$ cat config.mk
export PLATFORM = sky130hd
export DESIGN_NAME = dabt_status_rec
export DESIGN_NICKNAME = d
export VERILOG_FILES = /design/src/rtl/dabt_pkg.sv /design/src/rtl/dabt_prio.sv /design/src/rtl/dabt_encode.sv /design/src/rtl/dabt_link.sv /design/src/rtl/dabt_status_rec.sv
export SDC_FILE = /design/constraint.sdc
export NUM_CORES = 1
export LEC_CHECK = 0
export ABC_CLOCK_PERIOD_IN_PS = 1000
export CAP_MARGIN = 40
export CORE_ASPECT_RATIO = 1.25
export CORE_MARGIN = 2
export CORE_UTILIZATION = 60
export CTS_BUF_LIST = sky130_fd_sc_hd__clkbuf_8
export CTS_CLUSTER_SIZE = 28
export DETAILED_ROUTE_END_ITERATION = 8
export DONT_BUFFER_PORTS = 1
export GPL_TIMING_DRIVEN = 0
export MAX_ROUTING_LAYER = met4
export PLACE_DENSITY = 0.76
export SYNTH_ARGS = -nofsm -noshare
export SYNTH_HDL_FRONTEND = slang
export SYNTH_SLANG_ARGS = --single-unit
$ cat constraint.sdc
create_clock -name clk -period 1 [get_ports clk]
set_clock_uncertainty 0.1 [all_clocks]
set_input_delay 0.15 -clock clk [delete_from_list [all_inputs] [get_ports clk]]
set_output_delay 0.15 -clock clk [all_outputs]
set_load 0.01 [all_outputs]
$ cat src/rtl/dabt_pkg.sv
package dabt_pkg;
  localparam int NCAUSE = 8;
  localparam int CW     = 5;
  localparam int DW     = 4;

  typedef enum logic [2:0] {
    C_ALIGN = 3'd0,
    C_EXTX  = 3'd1,
    C_XLAT  = 3'd2,
    C_DOM   = 3'd3,
    C_PERM  = 3'd4,
    C_LOCK  = 3'd5,
    C_IMPX  = 3'd6,
    C_PAR   = 3'd7
  } cause_e;

  typedef struct packed {
    logic [CW-1:0] code;
    logic          addr_ok;
    logic          dom_ok;
    logic          precise;
  } verdict_t;
endpackage

$ cat src/rtl/dabt_prio.sv
module dabt_prio #(
  parameter int N  = 8,
  localparam int IW = $clog2(N)
) (
  input  logic [N-1:0]  req,
  output logic          hit,
  output logic [IW-1:0] idx
);
  always_comb begin
    hit = |req;
    idx = '0;
    // scan downward so the lowest set bit is the final assignment
    for (int i = N - 1; i >= 0; i--) begin
      if (req[i]) idx = IW'(i);
    end
  end
endmodule

$ cat src/rtl/dabt_encode.sv
module dabt_encode
  import dabt_pkg::*;
(
  input  cause_e   which,
  input  logic     is_page,
  output verdict_t v
);
  always_comb begin
    v = '0;
    case (which)
      C_ALIGN: begin v.code = 5'b00001; v.addr_ok = 1'b1; v.precise = 1'b1; end
      C_EXTX:  begin v.code = is_page ? 5'b01110 : 5'b01100; v.addr_ok = 1'b1;
                     v.dom_ok = is_page; v.precise = 1'b1; end
      C_XLAT:  begin v.code = is_page ? 5'b00111 : 5'b00101; v.addr_ok = 1'b1;
                     v.dom_ok = is_page; v.precise = 1'b1; end
      C_DOM:   begin v.code = is_page ? 5'b01011 : 5'b01001; v.addr_ok = 1'b1;
                     v.dom_ok = 1'b1; v.precise = 1'b1; end
      C_PERM:  begin v.code = is_page ? 5'b01111 : 5'b01101; v.addr_ok = 1'b1;
                     v.dom_ok = 1'b1; v.precise = 1'b1; end
      C_LOCK:  begin v.code = 5'b10100; v.precise = 1'b1; end
      C_IMPX:  begin v.code = 5'b10110; end
      C_PAR:   begin v.code = 5'b11000; end
      default: v = '0;
    endcase
  end
endmodule

$ cat src/rtl/dabt_link.sv
module dabt_link #(
  parameter int AW = 32
) (
  input  logic          precise,
  input  logic [AW-1:0] fault_pc,
  input  logic [AW-1:0] next_pc,
  output logic [AW-1:0] link
);
  localparam logic [AW-1:0] PRE_OFS = AW'(8);
  localparam logic [AW-1:0] IMP_OFS = AW'(4);

  always_comb begin
    link = precise ? (fault_pc + PRE_OFS) : (next_pc + IMP_OFS);
  end
endmodule

$ cat src/rtl/dabt_status_rec.sv
module dabt_status_rec
  import dabt_pkg::*;
#(
  parameter int AW = 32
) (
  input  logic              clk,
  input  logic              rst_n,
  input  logic              abt_vld,
  input  logic [NCAUSE-1:0] cause,
  input  logic              is_page,
  input  logic [DW-1:0]     domain_in,
  input  logic [AW-1:0]     eff_addr,
  input  logic [AW-1:0]     fault_pc,
  input  logic [AW-1:0]     next_pc,
  output logic [CW-1:0]     fsr_code,
  output logic [DW-1:0]     fsr_domain,
  output logic [AW-1:0]     far_q,
  output logic [AW-1:0]     link_q,
  output logic              precise_q,
  output logic              abort_taken
);
  localparam int IW = $clog2(NCAUSE);

  logic          any_cause;
  logic [IW-1:0] win_idx;
  verdict_t      verdict;
  logic [AW-1:0] link_val;
  logic          take;

  logic [CW-1:0] code_d;
  logic [DW-1:0] dom_d;
  logic [AW-1:0] far_d;
  logic [AW-1:0] link_d;
  logic          precise_d;

  dabt_prio #(.N(NCAUSE)) u_prio (
    .req (cause),
    .hit (any_cause),
    .idx (win_idx)
  );

  dabt_encode u_enc (
    .which   (cause_e'(win_idx)),
    .is_page (is_page),
    .v       (verdict)
  );

  dabt_link #(.AW(AW)) u_link (
    .precise  (verdict.precise),
    .fault_pc (fault_pc),
    .next_pc  (next_pc),
    .link     (link_val)
  );

  assign take = abt_vld & any_cause;

  always_comb begin
    code_d    = fsr_code;
    dom_d     = fsr_domain;
    far_d     = far_q;
    link_d    = link_q;
    precise_d = precise_q;
    if (take) begin
      code_d    = verdict.code;
      link_d    = link_val;
      precise_d = verdict.precise;
      if (verdict.addr_ok) far_d = eff_addr;
      if (verdict.dom_ok)  dom_d = domain_in;
    end
  end

  always_ff @(posedge clk or negedge rst_n) begin
    if (!rst_n) begin
      fsr_code    <= '0;
      fsr_domain  <= '0;
      far_q       <= '0;
      link_q      <= '0;
      precise_q   <= 1'b0;
      abort_taken <= 1'b0;
    end else begin
      fsr_code    <= code_d;
      fsr_domain  <= dom_d;
      far_q       <= far_d;
      link_q      <= link_d;
      precise_q   <= precise_d;
      abort_taken <= take;
    end
  end
endmodule

==> impl_metrics.toml <==
[outcome]
run_status = "finished, violations left"
failed_checks = "hold timing, setup timing"

[worst_setup_path]
depth_of_the_worst_register_to_register_path = 2
worst_ep_required_time_ps = 1160
cpPeakStageDelay_ps = 520
cp.arrival_ps = 1800
worst_setup_path_start_kind = "input port"
crit_chain = "nor2_1, o21ai_1, o21ai_0, a31oi_4, mux2_2"
setup.worst_path.class = "in -> reg"
slowest_stage = "sky130_fd_sc_hd__o21ai_0"
crit_path_end_kind = "flop"
crit_fanout = 4

[synthesis]
seq_area_frac_synth_pct = 41.5
ys_ff_latch = 75
synthesis.nets = 580
post_synth_most_frequent_cells = "sky130_fd_sc_hd__dfrtp_1 (75), sky130_fd_sc_hd__nand2_1 (52), sky130_fd_sc_hd__xor2_1 (37)"
synth-adder-area-share_pct = 0.553
synth_top_family_by_area = "simple AND/OR/NAND/NOR gates"
fraction_of_registers_with_async_set_reset_pct = 100
postSynthAreaPerCell_um2 = 9.71
syn-instance-count = 466
yosysTopAreaCell = "sky130_fd_sc_hd__dfrtp_1"
synthXorXnorAreaFrac_pct = 9.67
synth_simple_gate_area_share_pct = 22.2
netlist.area_leader.share_pct = 41.5
synth-edff-count = 0
synthMuxAreaShare_pct = 8.96
synthTopCellsByArea = "sky130_fd_sc_hd__dfrtp_1 (41%), sky130_fd_sc_hd__mux2_2 (9.0%), sky130_fd_sc_hd__xor2_1 (7.2%)"
synth_area_mm2 = 0.00453
yosys_warnings = 0
synth_flop_cell = "sky130_fd_sc_hd__dfrtp_1"
synth_cell_type_count = 56
post-synth-top-count-cell = "sky130_fd_sc_hd__dfrtp_1"
synth_compound_gate_area_share_pct = 13.4

[global_route]
gr-usage-all-layers_pct = 39.5
grt_max_degree = 76
grt_antenna_before_repair = 0
via_count_of_the_first_global_routing_pass = 4681
grt_pass1_wl_mm = 23.8
remaining_global_route_overflow = 0

[routing]
drt-wirelength-per-cell_um = 26.6
post_detailed_route_drc_marker_count = 0
route.vias.total = 4749
via_per_inst = 7.07
antenna_violating_nets_post_route = 0
detail_route.first_pass.iterations = 5
drt_iter0_drc = 496
routed_wl_mm = 17.9

[cells_and_area]
antenna_cells_inserted = 0
areaGrowthSynthToFinish_pct = 43.0
design_area_mm2 = 0.00647
nets = 689
layoutNonFillerInstCount = 672
drive_above_1_share_pct = 32.2

[sta]
timing.hold.ws_ps = -648
worst_slew_margin_rel_pct = 60.0
post-route-min-period_ps = 1640
timing.final.hold_violations = 86
setup_violations = 150
final.setup.worst_slack_ps = -636
worst_pin_slew_ps = 596
achievable-frequency_mhz = 611
drv_slew = 0
final_cycle_share_pct = 164
grt_setup_unrepaired = "yes"

[power_and_ir_drop]
clock_power_share_pct = 30.1
powerDensity_mw_per_mm2 = 1220
sw_frac_of_total_pct = 34.0
worst_vdd_rail_ir_drop_v = 0.00110
pwr-share-seq_pct = 48.4
power.static_leakage_nw = 2.56
power.switching_mw = 2.69
cell_internal_power_mw = 5.22
pwr-share-comb_pct = 21.4

[run]
drv.max_cap_violation_count = 0

[floorplan]
fp-row-count = 35
die_area_mm2 = 0.00826
chipHeight_um = 101
die_w_um = 81.7
floorplan.initialDensity_pct = 61.5
io-pin-count = 187
core_area_mm2 = 0.00736

[clocking]
cts.sinks = 75
cts_tree = "done"
clk_path_buf_depth = 2
htreeDepth = 3
clock_tree.root_cell = "sky130_fd_sc_hd__clkbuf_8"
cts_hold_buf = 70
worst_skew_pair.late_latency_ps = 370
clkTransAtPathRegs_ps = 100
total_cts_buffers = 9

[hold_path]
min-delay-path-class = "in -> async"

[place]
gp_routability_congestion = 0.911
place_area_mm2 = 0.00493
dp.cells = 558
hpwlAfterDp_mm = 9.38
io_buffers = 0
-- area by class of cell --
class                           instances  area, um2
Clock inverter                          7       60.1
Timing Repair Buffer                  101       1050
Clock buffer                            9        124
Inverter                               11       43.8
Fill cell                             333        882
Sequential cell                        75       1890
Tap cell                               92        115
Buffer                                 16        208
Multi-Input combinational cell        361       2980
-- worst max-delay path: cells and delay by family --
family	cells	cell delay, ps
AOI/OAI and AO/OA	3	1030
muxes	1	320
and+or+nand+nor	1	290
-- timing repair --
action                                 CTS  global route
pin swaps                                9             9
setup endpoints to repair              150           150
gates resized for setup                 47            72
endpoints found under the hold margin  139            77
gates cloned                             5             3
buffers inserted                        18             9
-- final timing paths --
kind                             from       endpoint  slack (ps)
max                          cause[3]  fsr_domain[2]        -640
max in group asynchronous       rst_n     link_q[15]        1320
min in group clk           next_pc[2]      link_q[2]         -80
min reg2reg                 link_q[6]      link_q[6]         470
min                             rst_n      link_q[1]        -650
max reg2reg                link_q[30]     link_q[30]         -50
-- state kept, by name, indices dropped and copies added, names as in the netlist --
signal and count:
link_q 32, abort_taken 1, fsr_code 5, precise_q 1, fsr_domain 4, far_q 32
-- metal layers --
metal  global-route usage (%)  vias up  wire length (um)
met2                     66.9      414              8750
li1                         -     1938                 -
met4                     17.9        0               949
met1                     42.8     2296              6190
met5                        -        -                 0
met3                     10.8      101              1970
-- cells by family after synthesis --
| logic type | count (synthesis) |
|---|---|
| and+or+nand+nor | 190 |
| AOI/OAI and AO/OA | 82 |
| DFF | 75 |
| xor gates and xnor gates | 50 |
| muxes | 36 |
| buffers and inverters | 31 |
| adders and majority gates | 2 |
-- placed cells by master, fill, tap and decap left out, types with 4 or more instances in the layout --
| cell type | Yosys | routed |
|---|---|---|
| sky130_fd_sc_hd__o31ai_1 | 13 | 8 |
| sky130_fd_sc_hd__buf_8 | 1 | 8 |
| sky130_fd_sc_hd__dfrtp_1 | 75 | 68 |
| sky130_fd_sc_hd__o31ai_2 | 2 | 7 |
| sky130_fd_sc_hd__xor2_1 | 37 | 37 |
| sky130_fd_sc_hd__xnor2_1 | 13 | 13 |
| sky130_fd_sc_hd__nor4_2 | 4 | 4 |
| sky130_fd_sc_hd__nor3_1 | 25 | 11 |
| sky130_fd_sc_hd__buf_6 | 1 | 14 |
| sky130_fd_sc_hd__nand2_1 | 52 | 49 |
| sky130_fd_sc_hd__inv_1 | 10 | 10 |
| sky130_fd_sc_hd__nor3_2 | 0 | 11 |
| sky130_fd_sc_hd__a21oi_1 | 19 | 10 |
| sky130_fd_sc_hd__nand4_1 | 16 | 16 |
| sky130_fd_sc_hd__nand3_1 | 32 | 26 |
| sky130_fd_sc_hd__o221ai_2 | 0 | 10 |
| sky130_fd_sc_hd__o21ai_1 | 1 | 5 |
| sky130_fd_sc_hd__buf_12 | 1 | 4 |
| sky130_fd_sc_hd__a21oi_2 | 1 | 10 |
| sky130_fd_sc_hd__dfrtp_2 | 0 | 7 |
| sky130_fd_sc_hd__and3_1 | 7 | 7 |
| sky130_fd_sc_hd__nor4_1 | 12 | 10 |
| sky130_fd_sc_hd__dlygate4sd3_1 | 0 | 70 |
| sky130_fd_sc_hd__a31oi_1 | 6 | 5 |
| sky130_fd_sc_hd__nand3_4 | 1 | 4 |
| sky130_fd_sc_hd__mux2_2 | 36 | 4 |
| sky130_fd_sc_hd__clkbuf_8 | 0 | 12 |
| sky130_fd_sc_hd__nand3_2 | 0 | 4 |
| sky130_fd_sc_hd__mux2_4 | 0 | 32 |
| sky130_fd_sc_hd__nor2_1 | 21 | 19 |
| sky130_fd_sc_hd__buf_4 | 4 | 11 |
-- power by group through the flow --
| stage | Clock, mW | Sequential [mW] | Combinational [mW] |
|---|---|---|---|
| floorplan | 0 | 3.76 | 0.901 |
| detailed placement | 0 | 3.85 | 1.07 |
| global route | 2.48 | 3.87 | 1.78 |
| CTS | 2.22 | 3.80 | 1.51 |
| global placement | 0 | 3.84 | 1.04 |
| finish | 2.38 | 3.83 | 1.70 |
-- per-stage QoR --
stage	TNS (ps)	power (mW)	hold WS (ps)	setup WS [ps]	util (%)
6_report	-35250	7.92	-648	-636	88.0
5_1_grt	-37320	8.13	-653	-624	88.0
4_1_cts	-32270	7.52	-626	-466	84.7
3_5_place_dp	-63730	4.92	-244	-1180	67.0
3_3_place_gp	-62790	4.88	-244	-1130	67.0
2_1_floorplan	-51520	4.66	-246	-744	-
(Power assumes the default switching activity.)
